[src/rtl/dbg_devreg_pkg.sv]
package dbg_devreg_pkg;

    // Bit positions inside the control word; the stall/hold lines decode them
    localparam int CTL_STALL_BIT = 0;
    localparam int CTL_HOLD_BIT  = 1;

    // Decoded view of the current request
    typedef struct packed {
        logic valid;     // request strobe
        logic write;     // write request
        logic in_range;  // address is implemented
        logic hit_ctrl;  // address selects the control word
    } acc_dec_t;

endpackage

[src/rtl/dbg_addr_decode.sv]
module dbg_addr_decode
    import dbg_devreg_pkg::*;
#(
    parameter int ADDR_W    = 8,
    parameter int NUM_REGS  = 28,
    parameter int CTRL_ADDR = 4
) (
    input  logic                req_valid,
    input  logic                req_write,
    input  logic [ADDR_W-1:0]   req_addr,
    output acc_dec_t            acc,
    output logic [NUM_REGS-1:0] wr_en
);

    localparam logic [ADDR_W-1:0] LAST_OK = ADDR_W'(NUM_REGS);
    localparam logic [ADDR_W-1:0] CTRL_A  = ADDR_W'(CTRL_ADDR);

    always_comb begin
        acc.valid    = req_valid;
        acc.write    = req_write;
        acc.in_range = req_addr < LAST_OK;
        acc.hit_ctrl = req_addr == CTRL_A;
    end

    // One write enable per implemented slot
    for (genvar i = 0; i < NUM_REGS; i++) begin : g_wen
        assign wr_en[i] = req_valid && req_write && (req_addr == ADDR_W'(i));
    end

    always_comb begin
        AST_WEN_ONEHOT: assert ($onehot0(wr_en));
    end

endmodule

[src/rtl/dbg_ctrl_word.sv]
module dbg_ctrl_word
    import dbg_devreg_pkg::*;
#(
    parameter int DATA_W = 32
) (
    input  logic              clk,
    input  logic              rst_n,
    input  logic              wr_en,
    input  logic [DATA_W-1:0] wdata,
    input  logic              evt_stall_req,
    output logic [DATA_W-1:0] ctrl_word,
    output logic              cpu_stall,
    output logic              cpu_in_reset,
    output logic              sys_reset_pulse
);

    typedef struct packed {
        logic [DATA_W-1:0] word;
        logic              pulse;
    } ctl_state_t;

    ctl_state_t st_d, st_q;

    always_comb begin
        st_d       = st_q;
        st_d.pulse = 1'b0;
        if (wr_en) begin
            st_d.word  = wdata;
            // Release edge of the hold bit
            st_d.pulse = st_q.word[CTL_HOLD_BIT] && !wdata[CTL_HOLD_BIT];
        end
        if (evt_stall_req) begin
            st_d.word[CTL_STALL_BIT] = 1'b1;
        end
    end

    always_ff @(posedge clk or negedge rst_n) begin
        if (!rst_n) begin
            st_q <= '0;
        end else begin
            st_q <= st_d;
        end
    end

    assign ctrl_word       = st_q.word;
    assign cpu_stall       = st_q.word[CTL_STALL_BIT];
    assign cpu_in_reset    = st_q.word[CTL_HOLD_BIT];
    assign sys_reset_pulse = st_q.pulse;

    AST_PULSE_ON_RELEASE: assert property (@(posedge clk) disable iff (!rst_n)
        sys_reset_pulse |-> $past(wr_en) && $fell(cpu_in_reset));
    AST_PULSE_ONE_CYCLE: assert property (@(posedge clk) disable iff (!rst_n)
        sys_reset_pulse |=> !sys_reset_pulse);
    AST_STALL_AFTER_WRITE: assert property (@(posedge clk) disable iff (!rst_n)
        (wr_en && !evt_stall_req) |=> cpu_stall == $past(wdata[CTL_STALL_BIT]));
    AST_EVT_STALL: assert property (@(posedge clk) disable iff (!rst_n)
        evt_stall_req |=> cpu_stall);
    AST_HOLD_ONLY_BY_WRITE: assert property (@(posedge clk) disable iff (!rst_n)
        $rose(cpu_in_reset) |-> $past(wr_en));

endmodule

[src/rtl/dbg_store_file.sv]
module dbg_store_file #(
    parameter int NUM_REGS = 28,
    parameter int DATA_W   = 32,
    parameter int SKIP_IDX = 4
) (
    input  logic                           clk,
    input  logic                           rst_n,
    input  logic [NUM_REGS-1:0]            wr_en,
    input  logic [DATA_W-1:0]              wdata,
    output logic [NUM_REGS-1:0][DATA_W-1:0] regs
);

    logic [NUM_REGS-1:0][DATA_W-1:0] st_d, st_q;

    always_comb begin
        st_d = st_q;
        for (int i = 0; i < NUM_REGS; i++) begin
            if (i == SKIP_IDX) begin
                // slot held by the control word module
                st_d[i] = '0;
            end else if (wr_en[i]) begin
                st_d[i] = wdata;
            end
        end
    end

    always_ff @(posedge clk or negedge rst_n) begin
        if (!rst_n) begin
            st_q <= '0;
        end else begin
            st_q <= st_d;
        end
    end

    assign regs = st_q;

    AST_QUIET_WHEN_IDLE: assert property (@(posedge clk) disable iff (!rst_n)
        !(|wr_en) |=> $stable(regs));

endmodule

[src/rtl/dbg_devreg_bank.sv]
module dbg_devreg_bank
    import dbg_devreg_pkg::*;
#(
    parameter int ADDR_W    = 8,
    parameter int DATA_W    = 32,
    parameter int NUM_REGS  = 28,
    parameter int CTRL_ADDR = 4
) (
    input  logic              clk,
    input  logic              rst_n,
    input  logic              req_valid,
    input  logic              req_write,
    input  logic [ADDR_W-1:0] req_addr,
    input  logic [DATA_W-1:0] req_wdata,
    input  logic              evt_stall_req,
    output logic              rsp_valid,
    output logic              rsp_err,
    output logic [DATA_W-1:0] rsp_rdata,
    output logic              cpu_stall,
    output logic              cpu_in_reset,
    output logic              sys_reset_pulse
);

    localparam int IDX_W = $clog2(NUM_REGS);

    acc_dec_t                        acc;
    logic [NUM_REGS-1:0]             wr_en;
    logic [NUM_REGS-1:0][DATA_W-1:0] store;
    logic [DATA_W-1:0]               ctrl_word;

    dbg_addr_decode #(
        .ADDR_W   (ADDR_W),
        .NUM_REGS (NUM_REGS),
        .CTRL_ADDR(CTRL_ADDR)
    ) u_dec (
        .req_valid(req_valid),
        .req_write(req_write),
        .req_addr (req_addr),
        .acc      (acc),
        .wr_en    (wr_en)
    );

    dbg_ctrl_word #(
        .DATA_W(DATA_W)
    ) u_ctl (
        .clk            (clk),
        .rst_n          (rst_n),
        .wr_en          (wr_en[CTRL_ADDR]),
        .wdata          (req_wdata),
        .evt_stall_req  (evt_stall_req),
        .ctrl_word      (ctrl_word),
        .cpu_stall      (cpu_stall),
        .cpu_in_reset   (cpu_in_reset),
        .sys_reset_pulse(sys_reset_pulse)
    );

    dbg_store_file #(
        .NUM_REGS(NUM_REGS),
        .DATA_W  (DATA_W),
        .SKIP_IDX(CTRL_ADDR)
    ) u_store (
        .clk  (clk),
        .rst_n(rst_n),
        .wr_en(wr_en),
        .wdata(req_wdata),
        .regs (store)
    );

    typedef struct packed {
        logic              valid;
        logic              err;
        logic [DATA_W-1:0] rdata;
    } rsp_state_t;

    rsp_state_t rsp_d, rsp_q;
    logic [DATA_W-1:0] sel_word;

    always_comb begin
        sel_word = '0;
        if (acc.in_range) begin
            sel_word = acc.hit_ctrl ? ctrl_word : store[req_addr[IDX_W-1:0]];
        end
    end

    always_comb begin
        rsp_d       = '0;
        rsp_d.valid = acc.valid;
        if (acc.valid) begin
            rsp_d.err = !acc.in_range;
            if (!acc.write && acc.in_range) begin
                rsp_d.rdata = sel_word;
            end
        end
    end

    always_ff @(posedge clk or negedge rst_n) begin
        if (!rst_n) begin
            rsp_q <= '0;
        end else begin
            rsp_q <= rsp_d;
        end
    end

    assign rsp_valid = rsp_q.valid;
    assign rsp_err   = rsp_q.err;
    assign rsp_rdata = rsp_q.rdata;

    AST_RSP_NEXT_CYCLE: assert property (@(posedge clk) disable iff (!rst_n)
        req_valid |=> rsp_valid);
    AST_NO_SPURIOUS_RSP: assert property (@(posedge clk) disable iff (!rst_n)
        !req_valid |=> !rsp_valid);
    AST_BAD_ADDR_ERR: assert property (@(posedge clk) disable iff (!rst_n)
        (req_valid && !acc.in_range) |=> rsp_err && rsp_rdata == '0);
    AST_BAD_ADDR_NO_PULSE: assert property (@(posedge clk) disable iff (!rst_n)
        (req_valid && !acc.in_range) |=> !sys_reset_pulse);

endmodule

[config.mk]
export PLATFORM = sky130hd
export DESIGN_NAME = dbg_devreg_bank
export DESIGN_NICKNAME = d
export VERILOG_FILES = /design/src/rtl/dbg_devreg_pkg.sv /design/src/rtl/dbg_addr_decode.sv /design/src/rtl/dbg_ctrl_word.sv /design/src/rtl/dbg_store_file.sv /design/src/rtl/dbg_devreg_bank.sv
export SDC_FILE = /design/constraint.sdc
export NUM_CORES = 1
export LEC_CHECK = 0
export ABC_AREA = 0
export BUFFER_PORTS_ARGS = -buffer_cell sky130_fd_sc_hd__buf_2
export CORE_MARGIN = 4
export CORE_UTILIZATION = 35
export DETAILED_ROUTE_END_ITERATION = 10
export PLACE_DENSITY = 0.55
export SLEW_MARGIN = 30
export SYNTH_ARGS = -nofsm -noshare
export SYNTH_HDL_FRONTEND = slang
export SYNTH_SLANG_ARGS = --single-unit
[constraint.sdc]
create_clock -name clk -period 1.72 [get_ports clk]
set_input_delay 0.258 -clock clk [delete_from_list [all_inputs] [get_ports clk]]
set_output_delay 0.258 -clock clk [all_outputs]
set_load 0.05 [all_outputs]
==> results.md, run 1 <==
- Most area-consuming cells after synthesis: dfrtp_1 (56%), mux2_2 (25%), mux4_2 (9.4%), buf_2 (1.3%), a221oi_1 (1.0%)
- Syn nets: 2742
- Clk Latency, worst-skew pair: 660 ps
- Clock transition at path regs: 60 ps
- Slowest cell on crit path: mux4_2
- Primary FF master, synth: dfrtp_1
- Violated checks: negative setup slack
- Overall power: 48.6 mW
- Max-slew headroom: 0.301
- Layout area overhead: 20.0%
- Post-synthesis sequential area ratio: 0.560
- Maximum clock rate: 541 MHz
- Initial Util: 0.353
- 1st-pass router iterations: 5
- Die area: 125000 um2
- Worst reg2reg endpoint: rsp_rdata[14]
- Outcome: finished, violations left
- Antenna Violating Nets Remaining: 0
- Library cells used by synthesis: 41
- Avg Inst Size Synth: 15.4 um2
- Synth Cell Area: 41600 um2
- Min Tclk post-route: 1850 ps
- Met3 wire length: 5970 um
- Worst r2r src: u_store.regs[366]
- Fin area: 50000 um2
- Most common cell in the netlist: mux2_2
- PortBufs: 81
- Required time of the critical path: 2260 ps
- Site Rows: 126
- Final Net Count: 2926
- # clock sinks: 931
- Synth top area share: 0.560
- Final core occ: 0.423
- Worst stage delay on the critical path: 480 ps
- Fin crit share: 1.07
- Cell taking the most area after synthesis: dfrtp_1
- Worst Reg-to-Reg Cells: 4
- Hold Crit Class: in -> async
- Top layer in use: met5
- Global Route Usage Sum: 0.198
- Die Wd: 353 um
- Core footprint: 118000 um2
- RSZ-0062 raised after global routing: yes
- IR drop worst, VDD: 677 uV
- Die Y: 353 um
- Startpoint Class: flop
- Mapped Cells: 2697
- Antenna violations before repair: 8
- Critical-path cell list: mux4_2 > mux2_4 > a221o_1 > a32o_2
- Multi-input logic area: 17400 um2
- Crit path DAT: 2390 ps
- Yosys warnings: 0
- Initial drt markers: 1663
- TritonCTS buffer count: 99
- Worst-path fanout max: 2
- Register area: 23300 um2
- DR vias: 24900
- Ys async rst share: 1.00
- Leak: 24.4 nW
- Layout cells sized above 1: 0.574
- Worst-Margin Slew: 1050 ps
- Max-Cap Viols: 0
- Critical path endpoint category: flop
- Post-Route WL: 123000 um
- Met1 WL: 56900 um
- CTS Root Cell: clkbuf_16
- Fillers: 10500
- # setup viols final: 3
- Drt wl/cell: 27.4 um
- Setup TNS: -200 ps
- Power per cell area: 973 nW/um2
- CTS tree: done
- Gpl congestion: 0.786
- DRC Markers: 0
- IO Count: 82
- Vias in the first global route: 27400
- R2R setup slack: -130 ps
- Final Slew Violations: 0
- Clk_skew: 23.7 ps
- H-tree depth: 3
- WL met2: 57600 um
- Vias/cell: 5.53
- Post-synth EDFFs: 0
- Post-DP HPWL: 79100 um
- Final hold vios: 0
- Synth cell count leaders: mux2_2 (932), dfrtp_1 (931), mux4_2 (173)
- Global-route wire length before repair: 185000 um
- CTS max path bufs: 3
- CP Class: reg -> reg
- Seq cells post-synth: 931
- Final worst setup slack: -129 ps
- Post-DP Area: 46300 um2
- GRT overflow: 0
- Pin count of the biggest net entering global routing: 87
## repair_timing
item	4_1_cts	5_1_grt
hold buffers	4	0
buffers inserted	0	0
hold endpoints to repair	417	0
pin swaps	2	10
resized for setup	16	24
endpoints found under the setup margin	15	43
## how the worst max path moves through the flow
stage / startpoint / to / slack, ps / cells past startpoint
finish: u_store.regs[366] / rsp_rdata[14] / -130 / 4
global route: u_store.regs[430] / rsp_rdata[14] / -170 / 4
CTS: u_store.regs[366] / rsp_rdata[14] / -130 / 4
detailed placement: req_addr[0] / rsp_rdata[30] / -700 / 8
global placement: req_addr[0] / rsp_rdata[30] / -710 / 8
floorplan: req_addr[4] / u_store.regs[101] / -220 / 5
## state kept, by name (all words and copies together) (netlist names)
name	count
rsp_err	1
rsp_rdata	32
rsp_valid	1
u_ctl.ctrl_word	32
u_ctl.sys_reset_pulse	1
u_store.regs	864
## power breakdown
group	internal, mW	total (mW)	switching [mW]
Combinational	1.43	3.31	1.88
Sequential	22.5	22.8	0.288
Clock	13.6	22.6	8.98
Total	37.5	48.6	11.1
## area by class of cell
cell class,instances,area share
diodes,3,0.000150
inverters,2,0.000150
clock buffers,147,0.0593
repair buffers,363,0.0766
multi-input cells,1484,0.349
clock inverters,38,0.0103
well taps,1536,0.0385
flip-flops and latches,931,0.466
## cells in the final DEF (no fill, tap or decap), drive strengths merged, types with 3 or more instances in the layout
master / synthesis / routed
diode: 0 / 3
clkinv: 0 / 20
bufinv: 0 / 11
dlygate4sd3: 0 / 4
nor2b: 3 / 3
inv: 2 / 5
mux4: 173 / 173
dfrtp: 931 / 931
a32o: 31 / 31
nor4bb: 3 / 3
mux2: 968 / 968
clkinvlp: 0 / 4
nor3: 5 / 5
nand2: 88 / 88
a221o: 5 / 5
a221oi: 48 / 48
and3b: 4 / 4
clkbuf: 106 / 149
buf: 174 / 357
o311ai: 19 / 19
nor4: 4 / 4
nor2: 29 / 29
nand3: 45 / 45
a22oi: 41 / 41
## stage by stage
step	hold slack, ps	instances	worst slack [ps]
after floorplan	-37.6	2697	-217
after global placement	171	4312	-715
after detailed placement	182	4312	-700
after CTS	66.2	4501	-126
after global routing	102	4501	-166
final	118	4504	-129
## cell families (layout without fill, tap and decap cells)
family | count (synthesis) | count (layout) | share of synthesized area
other | 0 | 3 | 0
muxes | 1142 | 1142 | 0.356
AOI/OAI and AO/OA | 148 | 148 | 0.0309
DFF | 931 | 931 | 0.560
and+or+nand+nor | 194 | 194 | 0.0227
buffers and inverters | 282 | 550 | 0.0310
## layer usage
metal | GRT usage | vias up
li1 | - | 10400
met5 | 0 | -
met1 | 0.282 | 13700
met3 | 0.0343 | 175
met2 | 0.315 | 625
met4 | 0.0490 | 6
## worst max-delay path: cells and delay by family, from the launching register on
| family | cells | cell delay (ps) |
|---|---|---|
| multiplexers | 2 | 760 |
| AO/OA/AOI/OAI | 2 | 600 |
| flip-flops | 1 | 380 |
No activity file was read; power rests on OpenSTA's default activity.
==> run 2: changes to the inputs <==
==> constraint.sdc (replaced) <==
create_clock -name clk -period 1.72 [get_ports clk]
set_input_delay 0.258 -clock clk [delete_from_list [all_inputs] [get_ports clk]]
set_output_delay 0.258 -clock clk [all_outputs]
set_load 0.02 [all_outputs]
==> results.md, run 2 (synthesized netlist as in run 1, its figures left out) <==
- Most common cell after layout, fill and taps aside: dfrtp_1
- Post CTS Setup Buffer Count: 0 (unchanged)
- Initial drt markers: 1656 (-0.42%)
- Post-DP HPWL: 79100 um (unchanged)
- DR vias: 24900 (-0.052%)
- Crit path DAT: 2390 ps (about the same)
- Critical path endpoint category: flop
- Max-Cap Viols: 0 (unchanged)
- Fillers: 10500 (+0.0095%)
- Post-Route WL: 123000 um (about the same)
- Die area: 125000 um2 (unchanged)
- Global-route wire length before repair: 185000 um (about the same)
- Slowest cell on crit path: mux4_2
- Leak: 24.4 nW (about the same)
- CTS tree: done
- CTS max path bufs: 3 (unchanged)
- Core footprint: 118000 um2 (unchanged)
- # setup viols final: 2 (-1)
- Dpl cells: 4312 (unchanged)
- Die Y: 353 um (unchanged)
- Required time of the critical path: 2260 ps (about the same)
- IR drop worst, VDD: 676 uV (-0.14%)
- Most frequent cells in the layout: dfrtp_1 (930), mux2_2 (923), buf_4 (180), mux4_2 (173), clkbuf_16 (102)
- Fin crit share: 1.07 (about the same)
- Final Net Count: 2926 (unchanged)
- Fin area: 49900 um2 (about the same)
- Min Tclk post-route: 1850 ps (-1.17 ps)
- Vias/cell: 5.53 (about the same)
- TritonCTS buffer count: 99 (unchanged)
- Violated checks: negative setup slack
- PortBufs: 81 (unchanged)
- RSZ-0062 raised after global routing: yes
- # clock sinks: 931 (unchanged)
- Site Rows: 126 (unchanged)
- Final Slew Violations: 0 (unchanged)
- Startpoint Class: flop
- Layout cells sized above 1: 0.574 (about the same)
- Final worst setup slack: -127 ps (+1.17 ps)
- Antenna violations before repair: 8 (unchanged)
- Clk Latency, worst-skew pair: 660 ps (about the same)
- Hold Crit Class: in -> async
- Post-placement setup slack: -700 ps (unchanged)
- Outcome: finished, violations left
- DRC Markers: 0 (unchanged)
- CP Class: reg -> reg
- Antenna Violating Nets Remaining: 0 (unchanged)
- GRT overflow: 0 (unchanged)
- CTS Root Cell: clkbuf_16
- Final core occ: 0.423 (about the same)
- Maximum clock rate: 541 MHz (about the same)
- Worst-path fanout max: 2 (unchanged)
- Clock transition at path regs: 60 ps (about the same)
- Worst Reg-to-Reg Cells: 4 (unchanged)
- Layout area overhead: 19.9% (about the same)
- Clk_skew: 24.2 ps (+0.497 ps)
- Critical-path cell list: mux4_2 > mux2_4 > a221o_1 > a32o_2
- H-tree depth: 3 (unchanged)
- IO Count: 82 (unchanged)
- Power per cell area: 974 nW/um2 (about the same)
- Die Wd: 353 um (unchanged)
- Pin count of the biggest net entering global routing: 87 (unchanged)
- Initial Util: 0.353 (unchanged)
- Worst stage delay on the critical path: 480 ps (about the same)
- Final hold vios: 0 (unchanged)
- Drt wl/cell: 27.4 um (about the same)
- Worst-Margin Slew: 1030 ps (-14.9 ps)
- Fin Hold WS: 118 ps (+0.406 ps)
- Max reg flops: 864 (unchanged)
- Max-slew headroom: 0.311 (+0.00997)
- Non-Filler Instances: 4504 (unchanged)
- Overall power: 48.6 mW (about the same)
- Vias in the first global route: 27400 (-0.0073%)
- Gpl congestion: 0.786 (unchanged)
- Global Route Usage Sum: 0.198 (about the same)
- Setup TNS: -178 ps (+21.6 ps)
- 1st-pass router iterations: 5 (unchanged)
- Post-DP Area: 46300 um2 (unchanged)
[run 2: cell types whose count changed in the layout (fill, tap and decap cells not counted)]
cell | before | now
dfrtp_1 | 929 | 930
dfrtp_2 | 2 | 1
buf_2 | 65 | 77
buf_4 | 190 | 180
clkbuf_4 | 2 | 0
[run 2: worst paths after layout]
kind | start | end | slack [ps]
setup / recovery | u_store.regs[366] | rsp_rdata[14] | -130
hold / removal | rst_n | u_store.regs[431] | 120
setup reg to reg | u_store.regs[366] | rsp_rdata[14] | -130
hold reg to reg | u_ctl.ctrl_word[30] | rsp_rdata[30] | 480
max in group asynchronous | rst_n | u_store.regs[314] | 740
min in group clk | req_addr[5] | rsp_rdata[8] | 120
[run 2: routing by layer]
layer,part of all wire,wire length (um),global-route usage,vias up
li1,-,-,-,10400
met1,0.46,56600,0.282,13700
met2,0.47,57500,0.315,613
met3,0.051,6280,0.0343,177
met4,0.023,2810,0.0490,6
met5,0.00037,46,0,-
[run 2: worst max-delay path: cells and delay by family (launching register included)]
family	cells	cell delay (ps)
muxes	2	760
AOI/OAI and AO/OA	2	600
DFF	1	380
[run 2: cell type report]
cell class	count	area (um2)	area share
Timing Repair Buffer	363	3790	0.0760
Multi-Input combinational cell	1484	17400	0.349
Clock inverter	38	513	0.0103
Sequential cell	931	23300	0.467
Inverter	2	7.51	0.000150
Antenna cell	3	7.51	0.000150
Tap cell	1536	1920	0.0385
Clock buffer	147	2960	0.0593
[run 2: repair_timing]
| item | in CTS | in global routing |
|---|---|---|
| pin swaps | 2 | 10 |
| resized for setup | 4 | 23 |
| hold buffers | 4 | 0 |
| setup endpoints to repair | 5 | 42 |
| hold endpoints to repair | 417 | 0 |
[run 2: power breakdown]
| group | internal (mW) | switching [mW] |
|---|---|---|
| combinational | 1.43 | 1.86 |
| clock | 13.6 | 8.98 |
| sequential | 22.5 | 0.288 |
| total | 37.5 | 11.1 |
==> run 3: changes to the inputs <==
==> constraint.sdc (replaced) <==
create_clock -name clk -period 1.72 [get_ports clk]
set_input_delay 0.172 -clock clk [delete_from_list [all_inputs] [get_ports clk]]
set_output_delay 0.172 -clock clk [all_outputs]
set_load 0.02 [all_outputs]
==> results.md, run 3 (synthesized netlist as in run 1, its figures left out) <==
- Antenna Violating Nets Remaining: 0 (unchanged)
- Critical path endpoint category: flop
- PortBufs: 81 (unchanged)
- Leak: 24.5 nW (+0.36%)
- Switching Share: 0.234 (+0.00529)
- Layout cells sized above 1: 0.584 (+0.0104)
- Clk_skew: 24.4 ps (+0.139 ps)
- Post-placement setup slack: -597 ps (+103 ps)
- Max-Cap Viols: 0 (unchanged)
- Vias/cell: 5.52 (about the same)
- CTS Root Cell: clkbuf_16
- Max reg flops: 864 (unchanged)
- Core footprint: 118000 um2 (unchanged)
- Overall power: 47.7 mW (-1.8%)
- Register area: 23300 um2 (about the same)
- H-tree depth: 3 (unchanged)
- Layout area overhead: 20.2%
- Required time of the critical path: 2260 ps (about the same)
- Outcome: finished, violations left
- IO Count: 82 (unchanged)
- IR drop worst, VDD: 763 uV (+13%)
- Worst-Margin Slew: 822 ps (-208 ps)
- CTS max path bufs: 3 (unchanged)
- RSZ-0062 raised after global routing: yes
- DRC Markers: 0 (unchanged)
- Power per cell area: 954 nW/um2 (-2.0%)
- GRT overflow: 0 (unchanged)
- Final Slew Violations: 0 (unchanged)
- Max-slew headroom: 0.450 (+0.139)
- Clk Latency, worst-skew pair: 670 ps (about the same)
- Die Wd: 353 um (unchanged)
- Violated checks: negative setup slack
- Global-route wire length before repair: 183000 um (-0.80%)
- Post-Route WL: 122000 um (-0.96%)
- Post-DP HPWL: 80200 um (+1.4%)
- Non-Filler Instances: 4510 (+0.13%)
- Clock Power Share: 0.454 (-0.010)
- # clock sinks: 931 (unchanged)
- DR vias: 24900 (+0.10%)
- Vias in the first global route: 27400 (-0.033%)
- Psw: 11.2 mW (+0.46%)
- Clock transition at path regs: 60 ps (about the same)
- Drt wl/cell: 27.1 um (-1.1%)
- Die area: 125000 um2 (unchanged)
- Global Route Usage Sum: 0.195 (-0.00273)
- TritonCTS buffer count: 99 (unchanged)
- Crit path DAT: 2400 ps (about the same)
- Min Tclk post-route: 1860 ps (+14.2 ps)
- Multi-input logic area: 17600 um2 (+0.81%)
- Int Power: 36.5 mW (-2.5%)
- Startpoint Class: flop
- Hold Crit Class: in -> reg
- Logic pwr share: 0.069 (about the same)
- 1st-pass router iterations: 5 (unchanged)
- Fin crit share: 1.08 (+0.00826)
- Initial drt markers: 1612 (-2.7%)
- Fillers: 10500 (-0.43%)
- Die Y: 353 um (unchanged)
- Pin count of the biggest net entering global routing: 91 (+4.6%)
- Final worst setup slack: -142 ps (-14.2 ps)
- Site Rows: 126 (unchanged)
- Final Net Count: 2936 (+0.34%)
- Final hold vios: 0 (unchanged)
- Gpl congestion: 0.800 (+1.8%)
- Sequential power share: 0.477 (+0.009)
- Initial Util: 0.353 (unchanged)
- Most frequent cells in the layout: dfrtp_1 (931), mux2_2 (917), buf_4 (185), mux4_2 (173), buf_12 (102)
- # setup viols final: 2 (unchanged)
- Most common cell after layout, fill and taps aside: dfrtp_1
- Worst-path fanout max: 2 (unchanged)
- CTS tree: done
- Antenna violations before repair: 4 (-4)
- CP Class: reg -> reg
- Maximum clock rate: 537 MHz (-0.76%)
- Dpl cells: 4323 (+0.26%)
- Fin Hold WS: 77.3 ps (-41.2 ps)
run 3: cell count changes in the layout (fill, tap and decap cells not counted), sizes merged:
| cell | previous run | this run |
|---|---|---|
| inv | 5 | 6 |
| clkbuf | 147 | 152 |
| clkinvlp | 4 | 3 |
| diode | 3 | 2 |
| buf | 359 | 367 |
| clkinv | 20 | 19 |
| dlygate4sd3 | 4 | 6 |
| bufinv | 11 | 4 |
run 3: cell type report:
| cell class | count | area share |
|---|---|---|
| Inverter | 2 | 0.000150 |
| Tap cell | 1536 | 0.0384 |
| Clock buffer | 152 | 0.0601 |
| Timing Repair Buffer | 373 | 0.0784 |
| Clock inverter | 30 | 0.00605 |
| Antenna cell | 2 | 0.000100 |
| Multi-Input combinational cell | 1484 | 0.351 |
| Sequential cell | 931 | 0.466 |
run 3: per-stage QoR:
| step | setup TNS (ps) | util | area [um2] |
|---|---|---|---|
| 5_1_grt | -271 | 0.424 | 50000 |
| 4_1_cts | -206 | 0.422 | 49900 |
| 3_3_place_gp | -337400 | 0.393 | 46400 |
| 3_5_place_dp | -345100 | 0.393 | 46400 |
| 6_report | -225 | 0.424 | 50000 |
| 2_1_floorplan | -10730 | - | 41900 |
run 3: worst paths after layout:
| kind | from | endpoint | slack, ps | depth (start not counted) |
|---|---|---|---|---|
| hold reg to reg | u_store.regs[357] | u_store.regs[357] | 490 | 1 |
| max in group asynchronous | rst_n | u_store.regs[638] | 450 | 3 |
| hold / removal | req_addr[2] | rsp_err | 80 | 4 |
| setup reg to reg | u_store.regs[462] | rsp_rdata[14] | -140 | 4 |
| setup / recovery | u_store.regs[462] | rsp_rdata[14] | -140 | 4 |
| min in group asynchronous | rst_n | u_store.regs[629] | 290 | 3 |
run 3: power groups by stage:
stage                     combinational [mW]  sequential, mW  clock, mW
after floorplan                         1.72            23.1          0
after global placement                  3.20            23.1          0
after detailed placement                3.30            23.2          0
after CTS                               3.34            22.8       22.1
after global routing                    3.59            22.8       23.1
final                                   3.31            22.8       21.7
run 3: repair_timing:
item / 4_1_cts / 5_1_grt
resized for setup: 29 / 31
endpoints found under the setup margin: 15 / 22
hold buffers: 6 / 0
pin swaps: 14 / 12
hold endpoints to repair: 829 / 0
setup buffers: 0 / 1
run 3: metal layers:
layer	GRT usage	vias to the layer above	part of all wire
met5	0	-	0
met4	0.0418	0	0.019
met3	0.0303	149	0.043
met2	0.316	527	0.48
met1	0.278	13800	0.46
li1	-	10500	-
run 3: critical path, cell delays in order, from the launching register on:
cell     delay, ps
dfrtp_1        380
mux4_2         470
mux2_4         290
a221o_1        320
a32o_1         280
